File: src/rtl/cas_pkg.sv
package cas_pkg;

  typedef enum logic [2:0] {
    ST_IDLE   = 3'b000,
    ST_INIT   = 3'b001,
    ST_AFC    = 3'b010,
    ST_SCAN   = 3'b011,
    ST_PULL4  = 3'b100,
    ST_PULLDD = 3'b110,
    ST_LOCK   = 3'b111
  } cas_state_e;

  typedef enum logic [1:0] {
    EQ_HOLD = 2'b00,
    EQ_CMA  = 2'b01,
    EQ_DD   = 2'b10
  } cas_eq_e;

  typedef struct packed {
    logic [2:0] status;
    logic       lock;
    logic [1:0] eq_mode;
    logic       pe_zero;
    logic       lf_track;
    logic       lf_wide;
  } cas_out_t;

  // Map a stage to the control word presented to the datapath.
  function automatic cas_out_t cas_decode(cas_state_e s, logic pull_wide, logic track_wide);
    cas_out_t o;
    o.status   = s;
    o.lock     = (s == ST_LOCK);
    o.lf_track = (s == ST_LOCK);
    o.lf_wide  = (s == ST_LOCK) ? track_wide : pull_wide;
    o.pe_zero  = (s == ST_IDLE) || (s == ST_INIT);
    case (s)
      ST_IDLE: o.eq_mode = EQ_HOLD;
      ST_LOCK: o.eq_mode = EQ_DD;
      default: o.eq_mode = EQ_CMA;
    endcase
    return o;
  endfunction

endpackage

File: src/rtl/cas_dwell_cnt.sv
// Dwell counter with terminal compare against a selectable limit.
module cas_dwell_cnt #(
  parameter int CW = 4
) (
  input  logic          clk,
  input  logic          clr,
  input  logic          inc,
  input  logic [CW-1:0] lim,
  output logic          last,
  output logic [CW-1:0] cnt
);
  always_ff @(posedge clk) begin
    if (clr)
      cnt <= '0;
    else if (inc)
      cnt <= cnt + 1'b1;
  end

  assign last = (cnt == lim);
endmodule

File: src/rtl/cas_scan_cnt.sv
// Trial frequency index; wraps naturally at its width.
module cas_scan_cnt #(
  parameter int SW = 8
) (
  input  logic          clk,
  input  logic          clr,
  input  logic          step,
  output logic [SW-1:0] cnt
);
  always_ff @(posedge clk) begin
    if (clr)
      cnt <= '0;
    else if (step)
      cnt <= cnt + 1'b1;
  end
endmodule

File: src/rtl/cas_fsm.sv
// Stage sequencing; all decisions taken on symbol strobes only.
module cas_fsm
  import cas_pkg::*;
(
  input  logic       clk,
  input  logic       restart,
  input  logic       sym_stb,
  input  logic       tlock,
  input  logic       pullin_ok,
  input  logic       pullin_fail,
  input  logic       afc_done,
  input  logic       afc_en,
  input  logic       init_last,
  input  logic       afc_last,
  output cas_state_e state_q,
  output cas_state_e state_nxt,
  output logic       dwell_clr,
  output logic       init_inc,
  output logic       afc_inc,
  output logic       scan_step
);
  cas_state_e fail_dest;
  logic       fail_step;

  assign fail_dest = afc_en ? ST_AFC : ST_SCAN;

  always_comb begin
    state_nxt = state_q;
    fail_step = 1'b0;
    if (state_q != ST_IDLE && !tlock) begin
      state_nxt = ST_IDLE;
    end else begin
      case (state_q)
        ST_IDLE:  if (tlock) state_nxt = ST_INIT;
        ST_INIT:  if (init_last) state_nxt = fail_dest;
        ST_AFC:   if (afc_done && afc_last) state_nxt = ST_PULL4;
        ST_SCAN:  state_nxt = ST_PULL4;
        ST_PULL4: begin
          if (pullin_fail) begin
            state_nxt = fail_dest;
            fail_step = !afc_en;
          end else if (pullin_ok) begin
            state_nxt = ST_PULLDD;
          end
        end
        ST_PULLDD: begin
          if (pullin_fail) begin
            state_nxt = fail_dest;
            fail_step = !afc_en;
          end else if (pullin_ok) begin
            state_nxt = ST_LOCK;
          end
        end
        default: state_nxt = state_q;
      endcase
    end
  end

  logic adv;
  assign adv       = sym_stb && !restart;
  assign dwell_clr = restart || (sym_stb && (state_nxt != state_q));
  assign init_inc  = adv && (state_q == ST_INIT) && (state_nxt == ST_INIT);
  assign afc_inc   = adv && (state_q == ST_AFC) && afc_done && (state_nxt == ST_AFC);
  assign scan_step = adv && fail_step;

  always_ff @(posedge clk) begin
    if (restart)
      state_q <= ST_IDLE;
    else if (sym_stb)
      state_q <= state_nxt;
  end
endmodule

File: src/rtl/carrier_acq_seq.sv
module carrier_acq_seq
  import cas_pkg::*;
#(
  parameter int INIT_SHORT = 16384,
  parameter int INIT_LONG  = 32768,
  parameter int AFC_SHORT  = 16,
  parameter int AFC_LONG   = 64,
  parameter int SCAN_W     = 8,
  parameter int AFC_CW     = $clog2(AFC_LONG)
) (
  input  logic              clk,
  input  logic              restart,
  input  logic              sym_stb,
  input  logic              tlock,
  input  logic              pullin_ok,
  input  logic              pullin_fail,
  input  logic              afc_done,
  input  logic              init_sel,
  input  logic              afc_en,
  input  logic              afc_avg_sel,
  input  logic              pull_bw_sel,
  input  logic              track_bw_sel,
  output logic [2:0]        status,
  output logic              lock,
  output logic [1:0]        eq_mode,
  output logic              pe_zero,
  output logic [SCAN_W-1:0] scan_cnt,
  output logic [AFC_CW-1:0] afc_cnt,
  output logic              lf_track,
  output logic              lf_wide
);
  localparam int INIT_CW = $clog2(INIT_LONG);
  localparam logic [INIT_CW-1:0] INIT_LIM_S = INIT_CW'(INIT_SHORT - 1);
  localparam logic [INIT_CW-1:0] INIT_LIM_L = INIT_CW'(INIT_LONG - 1);
  localparam logic [AFC_CW-1:0]  AFC_LIM_S  = AFC_CW'(AFC_SHORT - 1);
  localparam logic [AFC_CW-1:0]  AFC_LIM_L  = AFC_CW'(AFC_LONG - 1);

  cas_state_e state_q, state_nxt;
  logic dwell_clr, init_inc, afc_inc, scan_step;
  logic init_last, afc_last;
  logic [INIT_CW-1:0] init_cnt;
  cas_out_t out_q;

  cas_fsm u_fsm (
    .clk         (clk),
    .restart     (restart),
    .sym_stb     (sym_stb),
    .tlock       (tlock),
    .pullin_ok   (pullin_ok),
    .pullin_fail (pullin_fail),
    .afc_done    (afc_done),
    .afc_en      (afc_en),
    .init_last   (init_last),
    .afc_last    (afc_last),
    .state_q     (state_q),
    .state_nxt   (state_nxt),
    .dwell_clr   (dwell_clr),
    .init_inc    (init_inc),
    .afc_inc     (afc_inc),
    .scan_step   (scan_step)
  );

  cas_dwell_cnt #(.CW(INIT_CW)) u_init_cnt (
    .clk  (clk),
    .clr  (dwell_clr),
    .inc  (init_inc),
    .lim  (init_sel ? INIT_LIM_L : INIT_LIM_S),
    .last (init_last),
    .cnt  (init_cnt)
  );

  cas_dwell_cnt #(.CW(AFC_CW)) u_afc_cnt (
    .clk  (clk),
    .clr  (dwell_clr),
    .inc  (afc_inc),
    .lim  (afc_avg_sel ? AFC_LIM_L : AFC_LIM_S),
    .last (afc_last),
    .cnt  (afc_cnt)
  );

  cas_scan_cnt #(.SW(SCAN_W)) u_scan_cnt (
    .clk  (clk),
    .clr  (restart),
    .step (scan_step),
    .cnt  (scan_cnt)
  );

  // Registered control word, loaded with the stage being entered.
  always_ff @(posedge clk) begin
    if (restart)
      out_q <= cas_decode(ST_IDLE, pull_bw_sel, track_bw_sel);
    else if (sym_stb)
      out_q <= cas_decode(state_nxt, pull_bw_sel, track_bw_sel);
  end

  assign status   = out_q.status;
  assign lock     = out_q.lock;
  assign eq_mode  = out_q.eq_mode;
  assign pe_zero  = out_q.pe_zero;
  assign lf_track = out_q.lf_track;
  assign lf_wide  = out_q.lf_wide;
endmodule

File: config.mk
export PLATFORM = sky130hd
export DESIGN_NAME = carrier_acq_seq
export DESIGN_NICKNAME = d
export VERILOG_FILES = /design/src/rtl/cas_pkg.sv /design/src/rtl/cas_dwell_cnt.sv /design/src/rtl/cas_scan_cnt.sv /design/src/rtl/cas_fsm.sv /design/src/rtl/carrier_acq_seq.sv
export SDC_FILE = /design/constraint.sdc
export NUM_CORES = 1
export LEC_CHECK = 0
export BUFFER_PORTS_ARGS = -buffer_cell sky130_fd_sc_hd__buf_4
export CAP_MARGIN = 20
export CORE_ASPECT_RATIO = 0.9
export CORE_MARGIN = 1
export CORE_UTILIZATION = 40
export DETAILED_ROUTE_END_ITERATION = 12
export PLACE_DENSITY_LB_ADDON = 0.05
export SYNTH_ARGS = -nofsm -noshare
export SYNTH_HDL_FRONTEND = slang
export SYNTH_SLANG_ARGS = --single-unit
File: constraint.sdc
create_clock -name clk -period 5.4 [get_ports clk]
set_input_delay 1.35 -clock clk [delete_from_list [all_inputs] [get_ports clk]]
set_output_delay 1.35 -clock clk [all_outputs]
set_load 0.005 [all_outputs]
# Word-level counts from Yosys, hierarchy flattened
# Index checks and enable logic that the tools add are counted.
# totals
register_bits	37
in_bits	12
output_inout_bits	23
elab_cells	61
# classes
n_addsub	3
eq_ne	11
mux	19
n_reduce_logical	20
# op_table
operator	count
two-way mux 3 bit	8
case mux 3 bit (6 select lines)	1
adder 15 x 1 -> 15 bit (second input constant)	1
== test 15 bit	1
two-way mux 15 bit	1
logical AND 1 bit	10
== test 3 x 2 -> 1 bit (second input constant)	3
== test 3 bit (second input constant)	3
adder 8 x 1 -> 8 bit (second input constant)	1
two-way mux 1 bit	7
adder 6 x 1 -> 6 bit (second input constant)	1
== test 3 x 1 -> 1 bit (second input constant)	2
== test 6 bit	1
zero test 3 bit	2
two-way mux 6 bit	1
case mux 2 bit (2 select lines)	1
zero test 1 bit	3
inequality test 3 bit	1
nonzero test 3 bit	1
logical OR 1 bit	2
nonzero test 2 bit	1
OR reduction 2 bit	1

# Logic depth before layout (Yosys ltp)
# Gate-level depths: netlist (run 1).
# logic_depth
depth_word	10
mapped_depth	8
mapped_depth_nobuf	7

# Hierarchy
# A second synthesis (run 1) with hierarchy kept.
# unflattened
cells_unflattened	246
hier_area_um2	2204.6
# by_module_without_submodules
module	n_inst	cells_per_inst	area_per_inst_um2	seq_area_each_um2
cas_dwell_cnt at u_init_cnt	1	96	869.6	300.3
cas_fsm	1	52	387.9	60.1
cas_scan_cnt	1	37	339.1	160.2
carrier_acq_seq	1	29	305.3	150.1
cas_dwell_cnt at u_afc_cnt	1	32	302.8	120.1

# Worst setup path before layout (run 1)
# Ideal clock, no wire load.
# synth_timing
path_type	in2reg
from	input restart
to	register u_init_cnt.cnt[3]
setup_ns	0.117
t_arrival_ns	2.748
t_required_ns	5.283
slack_ns	2.535
cell_stages	8
path_buffers	2
path_cell_list	buf_6 -> nand3b_1 -> nor4_1 -> o21a_1 -> clkbuf_1 -> and4_1 -> xnor2_1 -> nor2_1
# synth_between
elab_chain_len	4
word_cells_on_any_way	5
classes_between	reduce/logical (5)
# synth_lines
item	line	source
from (decl)	carrier_acq_seq.sv:12	input logic restart,
zero test 1 bit	cas_fsm.sv:60	assign adv = sym_stb && !restart;
logical AND 1 bit	cas_fsm.sv:60	
logical AND 1 bit (2 in series)	cas_fsm.sv:62	assign init_inc = adv && (state_q == ST_INIT) && (state_nxt == ST_INIT);
to (signal assigned)	cas_dwell_cnt.sv:16	cnt <= cnt + 1'b1;
to (decl)	cas_dwell_cnt.sv:10	output logic [CW-1:0] cnt
# Parallel ways exist; a longest one is shown, timed or not.
# A chain may end at the register's enable or synchronous reset.

# Worst setup path after layout (run 1)
# layout_timing
from	input restart
to	register u_scan_cnt.cnt[5]
# layout_between
elab_chain_len	3
# layout_lines
item	line	source
zero test 1 bit	cas_fsm.sv:60	
logical AND 1 bit	cas_fsm.sv:60	
logical AND 1 bit	cas_fsm.sv:64	assign scan_step = adv && fail_step;
to (signal assigned)	cas_scan_cnt.sv:14	cnt <= cnt + 1'b1;
to (decl)	cas_scan_cnt.sv:8	output logic [SW-1:0] cnt
# Parallel ways exist; a longest one is shown, timed or not.

==> metrics.md, run 1 <==
| Metric | Value |
|---|---|
| Synth Area in Compound Gates | `under 10%` |
| CTS sink cnt | `36` |
| FFs w/ async S/R, synth | `0%` |
| Crit. End Element | `flip-flop` |
| Non-Filler Instances | `317` |
| Final worst path period share | `53.0%` |
| Kind of critical path | `in -> reg` |
| Adder-cell area share of the yosys netlist | `1.95%` |
| Worst-Skew Late Latency | `290 ps` |
| First-pass GRT wire length | `6.55 mm` |
| Cell family with most CP delay | `simple AND/OR/NAND/NOR gates` |
| Crit-path cells | `buf_4 -> nand3b_1 -> nor4_2 -> nand4_1 -> or3_1 -> a21oi_1` |
| Pin count of the biggest net entering global routing | `22` |
| Max Slew Vio Count | `0` |
| Mapped cell area | `slightly below 2000 sq um` |
| Slew of the pin with the lowest slew margin | `between 900 and 1000 ps` |
| Sequential cell area fraction in the yosys report | `37.9%` |
| Core Area | `around 4500 sq um` |
| Post-Place Cell Area | `about 2200 sq um` |
| Post-synthesis simple-gate area fraction | `31.3%` |
| Critical Path RT | `5620 ps` |
| Startpoint types | `primary input` |
| Number of enable flip-flop cells after synthesis | `1` |
| Clk_skew | `7.64 ps` |
| Final setup vio count | `0` |
| Fin crit period | `2860 ps` |
| Max IR drop VDD | `approximately 0.00017 V` |
| Final Hold Viols | `0` |
| Vias per cell | `5.04` |
| DR iter-0 viols | `173` |
| Initial core utilization | `a little over two fifths` |
| Dpl cells | `309` |
| Die area | `5110 sq um` |
| Die Y | `67.9 microns` |
| Relative slew margins | `a little under two fifths` |
| Synth unique cells | `50` |
| Post-Syn Instances | `225` |
| Most used DFF post-synth | `dfxtp_1` |
| Syn Area/Cell | `8.57 sq um` |
| # hold bufs at CTS | `0` |
| Routed wire length | `4.02 mm` |
| WP buf/inv | `1` |
| Data arrival, critical path | `3080 ps` |
| Number of global-route vias before repair | `1369` |
| Clock-pin slew on the worst setup and hold paths | `around 70 ps` |
| Routed WL per cell | `~13 microns` |
| Psw | `0.123 mW` |
| CP max stage cell | `nor4_2` |
| Vias | `between 1500 and 2000` |
| Post-CTS sizing | `0` |
| Syn Nets | `240` |
| Highest Clock Rate | `between 0.3 and 0.4 GHz` |
| #FFs+latches synth | `36` |
| Max-cap violations | `0` |
| ANT cells | `0` |
| DR DRC count | `0` |
| Cell area after layout | `roughly 2300 sq um` |
| Post-DP HPWL | `2.81 mm` |
| Num CTS Buffers | `5` |
| Combinational power share | `7.0%` |
| Int Pwr | `between 0.4 and 0.5 mW` |
| Final GP Congestion | `0.823` |
| GRT Total Usage | `roughly 17%` |
| Commonest non-fill, non-tap cells in the layout | `dfxtp_1, buf_4, nor2_1, xor2_1, nand2_1` |
| Sw Ratio | `between 20% and 30%` |
| Synth warnings | `0` |
| PD cells | `238 nW/um^2` |
| GRT overflow | `0` |
| Max clock buf depth | `2` |
| Share of cells above drive strength 1 | `20.8%` |
| Biggest fanout along the worst timing path | `18` |
| Setup TNS | `0 ps` |
| Final ANT Viol Nets | `0` |
| Syn-to-layout area delta | `19.0%` |
| Sequential share of power | `around half` |
| Worst Hold Class | `reg -> reg` |
| Worst path max stage delay | `roughly 540 ps` |
| Post-layout util | `approximately 50%` |
| Leakage | `0.887 nW` |
| H-tree depth | `2` |
| Num rows | `23` |
| Post-CTS setup buffers | `0` |
| IO Count | `35` |
| CTS Root Cell | `clkbuf_8` |
| Clock group share of total power | `43.1%` |
| Nets@finish | `269` |
| Number of detailed-route iterations in the first pass | `4` |
| Synth Area in XOR/XNOR | `12.3%` |
| Chip width | `75.2 microns` |
| CTS tree | `built` |
| Largest family of logic cells by synthesized area | `simple AND/OR/NAND/NOR gates` |
| RSZ-0062 raised after global routing | `no` |
| Post-synthesis mux area share | `~2.2%` |
| # port buffers | `34` |
| Status | `completed` |
| Initial antenna violation count | `0` |
-- worst register-to-register path, cell delays in order (launching register included) --
cell and delay (ps):
dfxtp_1 450, nand4_4 160, or4_4 580, nor3_4 190, a31oi_4 140, nor4_2 290, mux2_1 340
-- synth_stat cells, types with 6 or more instances --
cell / number / area (sq um)
nand2_1: 16 / 60.1
nand4_1: 10 / 62.6
inv_1: 6 / 22.5
xor2_1: 19 / 166
dfxtp_1: 35 / 701
nor3_1: 6 / 30.0
nor2_1: 34 / 128
a21oi_1: 7 / 35.0
or3_1: 6 / 37.5
xnor2_1: 8 / 70.1
nand3_1: 11 / 55.1
-- power groups by stage --
stage	Sequential [mW]	Combinational (mW)	Clock (mW)
5_1_grt	0.273	0.0425	0.255
4_1_cts	0.272	0.0388	0.239
3_5_place_dp	0.279	0.0384	0
6_report	0.272	0.0381	0.235
3_3_place_gp	0.279	0.0388	0
2_1_floorplan	0.276	0.0256	0
-- worst paths after layout --
check	slack [ps]	to	depth (start not counted)	startpoint
worst max-delay path	2540	u_scan_cnt.cnt[5]$_SDFFE_PP0P_	6	restart
worst min-delay path	480	eq_mode[0]$_SDFFE_PP0P_	2	eq_mode[0]$_SDFFE_PP0P_
worst max register to register	3000	lf_wide$_DFFE_PP_	6	u_init_cnt.cnt[4]$_SDFFE_PP0P_
worst min register to register	480	eq_mode[0]$_SDFFE_PP0P_	2	eq_mode[0]$_SDFFE_PP0P_
-- through the flow --
step                hold WS (ps)  setup WS [ps]  total power [mW]
floorplan                    446           2540             0.302
global placement             483           2270             0.317
detailed placement           467           2220             0.317
CTS                          477           2530             0.551
global route                 512           2310             0.571
finish                       476           2540             0.546
-- cells by family (layout without fill, tap and decap cells) --
group	Yosys count	in the layout
DFF	36	36
xor gates and xnor gates	27	27
adders and majority gates	3	3
and+or+nand+nor	111	111
muxes	4	4
AOI/OAI and AO/OA	25	25
buffers and inverters	19	49
-- layer usage --
| metal | global-route usage (%) | part of all wire, % | up-vias |
|---|---|---|---|
| li1 | - | - | 834 |
| met1 | 26.4 | 54 | 713 |
| met2 | 23.1 | 40 | 42 |
| met3 | 3.98 | 4.8 | 8 |
| met4 | 5.56 | 1.2 | 0 |
| met5 | 0 | 0 | - |
-- sequential cells by signal (all words and copies together), names as in the netlist --
name,cells
u_fsm.state_q,3
pe_zero,1
lf_wide,1
u_init_cnt.cnt,15
u_scan_cnt.cnt,8
eq_mode,2
u_afc_cnt.cnt,6
-- layout make-up --
class	count	area [sq um]
fill	460	2250
multi-input combinational	170	1090
sequential	36	731
timing repair buffer	35	263
tap	62	77.6
clock buffer	6	72.6
clock inverter	2	35.0
inverter	6	22.5
(Power assumes the default switching activity.)
==> run 2: changes to the inputs <==
Settings changed: ABC_AREA set to 1.
Clock period 5.4 ns to 2.81 ns, I/O delays scaled along.
==> run 2 against run 1 <==
Effect of this change: sequential power grew 91%; die area grew 14%; clock power grew 51%; power grew 76%; critical path type is now reg -> reg; critical endpoint is now u_init_cnt.cnt[3]$_SDFFE_PP0P_.
==> metrics.md, run 2 <==
| Metric | Value |
|---|---|
| GRT overflow | `0` |
| Clk_skew | `around 7.1 ps` |
| Top cell type's share of synthesized area | `31.7%` |
| Share of cells above drive strength 1 | `23.8%` |
| Fin crit period | `2330 ps` |
| Non-Filler Instances | `416` |
| Pin count of the biggest net entering global routing | `20` |
| Critical Path RT | `3010 ps` |
| RSZ-0062 raised after global routing | `no` |
| FFs w/ async S/R, synth | `0%` |
| Num CTS Buffers | `5` |
| WP buf/inv | `1` |
| Routed WL per cell | `between 10 and 15 microns` |
| CTS tree | `built` |
| Num rows | `25` |
| H-tree depth | `2` |
| Cell area after layout | `2560 sq um` |
| Final ANT Viol Nets | `0` |
| Die Y | `around 73 microns` |
| Footprint of the multi-input gates | `between 1000 and 1500 sq um` |
| Synth unique cells | `37` |
| Top Registers | `u_init_cnt.cnt x15, u_scan_cnt.cnt x8, u_afc_cnt.cnt x6` |
| Most used DFF post-synth | `dfxtp_1` |
| Post-Place Cell Area | `2480 sq um` |
| Final GP Congestion | `0.850` |
| Setup TNS | `0 ps` |
| Relative slew margins | `65.3%` |
| First-pass GRT wire length | `8.47 mm` |
| Final Hold Viols | `0` |
| Syn Area/Cell | `~7 sq um` |
| # hold bufs at CTS | `0` |
| Chip width | `approximately 80 microns` |
| Syn Nets | `331` |
| Max clock buf depth | `2` |
| Number of global-route vias before repair | `about 1800` |
| GRT Total Usage | `18.5%` |
| Register cell area after layout | `731 sq um` |
| Top reg by flops | `u_init_cnt.cnt` |
| Clock-pin slew on the worst setup and hold paths | `80 ps` |
| Vias per cell | `4.79` |
| Crit-path cells | `ha_1 -> nand3_1 -> nor2_1 -> nand3_1 -> nand2_1 -> nand3_2 -> nand2_4 -> nand3_2 -> nor2_4 -> o21ai_0 -> nand2_2 -> inv_2` |
| Final worst path period share | `82.8%` |
| Post-layout util | `between 40% and 50%` |
| Vias | `1994` |
| Cells taking the most area after synthesis | `dfxtp_1, nand2_1, xor2_1, inv_1, nor2_1` |
| Nets@finish | `approximately 360` |
| Worst path max stage delay | `approximately 440 ps` |
| Commonest non-fill, non-tap cell in the layout | `nand2_1` |
| Max reg flops | `15` |
| Startpoint types | `flip-flop` |
| DR DRC count | `0` |
| Die area | `5830 sq um` |
| IO Count | `35` |
| Cell family with most CP delay | `simple AND/OR/NAND/NOR gates` |
| Kind of critical path | `reg -> reg` |
| Routed wire length | `4.88 mm` |
| Worst-Skew Late Latency | `290 ps` |
| Synth top cells by count | `nand2_1, dfxtp_1, inv_1` |
| Status | `completed` |
| Worst Hold Class | `reg -> reg` |
| ANT cells | `0` |
| Number of detailed-route iterations in the first pass | `4` |
| Slew of the pin with the lowest slew margin | `521 ps` |
| CTS sink cnt | `36` |
| Core Area | `~5300 sq um` |
| Dpl cells | `409` |
| Post-CTS setup buffers | `0` |
| Data arrival, critical path | `2520 ps` |
| CP max stage cell | `dfxtp_1` |
| CTS Root Cell | `clkbuf_8` |
| Most area-hungry cell type in the Yosys netlist | `dfxtp_1` |
| Fin Hold WS | `460 ps` |
| Number of enable flip-flop cells after synthesis | `1` |
| Fillers | `559` |
| Most common cell in the netlist | `nand2_1` |
| Sequential cell area fraction in the yosys report | `between 30% and 40%` |
| Max-cap violations | `0` |
| Syn-to-layout area delta | `15.8%` |
| Final setup vio count | `0` |
| Mapped cell area | `~2200 sq um` |
| Post-Syn Instances | `between 300 and 400` |
| # port buffers | `34` |
| Initial core utilization | `around two fifths` |
| #FFs+latches synth | `36` |
| Max Slew Vio Count | `0` |
| Post-DP HPWL | `3.61 mm` |
| Commonest non-fill, non-tap cells in the layout | `nand2_1, dfxtp_1, buf_4, inv_1, nor2_1` |
| Biggest fanout along the worst timing path | `19` |
| Post-CTS sizing | `0` |
| Max IR drop VDD | `0.000210 V` |
| Initial antenna violation count | `0` |
| Highest Clock Rate | `0.430 GHz` |
| PD cells | `375 nW/um^2` |
| Leakage | `about 1.2 nW` |
| Crit. End Element | `flip-flop` |
| DR iter-0 viols | `99` |
| Synth warnings | `0` |
## run 2: cell count changes after synthesis, moves of 5 or more
cell	delta
nand2_1	+55
inv_1	+28
o21ai_0	+16
nand2_2	+15
inv_2	+12
a21oi_1	+11
nor2_1	-8
or3_1	-6
and3_1	-5
xnor2_1	-5
## run 2: per-stage QoR
stage	setup slack [ps]	power (mW)
floorplan	891	0.594
global placement	441	0.618
detailed placement	344	0.618
CTS	498	0.969
global route	225	1.00
finish	484	0.961
## run 2: kinds of logic after synthesis
kind of cell    count (synthesis)  share of synthesized area (%)
compound gates                 49                           11.9
fa+ha+maj                       3                           1.70
buf+inv                        56                           11.4
simple gates                  154                           34.8
xor+xnor                       18                           7.13
flops                          36                           33.1
## run 2: layout make-up
| type | count | share of cell area, % |
|---|---|---|
| Clock buffer | 6 | 2.83 |
| Timing Repair Buffer | 35 | 10.3 |
| Tap cell | 67 | 3.27 |
| Multi-Input combinational cell | 224 | 47.9 |
| Inverter | 47 | 6.94 |
| Sequential cell | 36 | 28.5 |
| Clock inverter | 1 | 0.196 |
## run 2: final timing paths
| path | startpoint | endpoint | slack (ps) | cells past startpoint |
|---|---|---|---|---|
| max | u_afc_cnt.cnt[0]$_SDFFE_PP0P_ | u_init_cnt.cnt[3]$_SDFFE_PP0P_ | 480 | 12 |
| min reg2reg | eq_mode[0]$_SDFFE_PP0P_ | eq_mode[0]$_SDFFE_PP0P_ | 460 | 2 |
| min | eq_mode[0]$_SDFFE_PP0P_ | eq_mode[0]$_SDFFE_PP0P_ | 460 | 2 |
| max reg2reg | u_afc_cnt.cnt[0]$_SDFFE_PP0P_ | u_init_cnt.cnt[3]$_SDFFE_PP0P_ | 480 | 12 |
## run 2: power by group
group	switching (mW)	internal (mW)	leakage [nW]
Sequential	0.00334	0.516	0.292
Clock	0.186	0.169	0.0410
Combinational	0.0588	0.0284	0.909
Total	0.248	0.713	1.24
## run 2: routing by layer
layer / share of wire [%] / GRT usage (%) / wire length (microns) / vias to the layer above
met5: 0 / 0 / 0 / -
met4: 0.78 / 4.17 / 38 / 0
met3: 4.7 / 5.16 / 229 / 4
met2: 40 / 25.8 / 1930 / 41
met1: 55 / 27.9 / 2680 / 881
li1: - / - / - / 1068
## run 2: worst reg2reg max path, stage by stage (launching register included)
cell     delay (ps)
dfxtp_1         440
ha_1            220
nand3_1         130
nor2_1          120
nand3_1         100
nand2_1          90
nand3_2         100
nand2_4         110
nand3_2         220
nor2_4          410
o21ai_0         160
nand2_2          90
inv_2            30
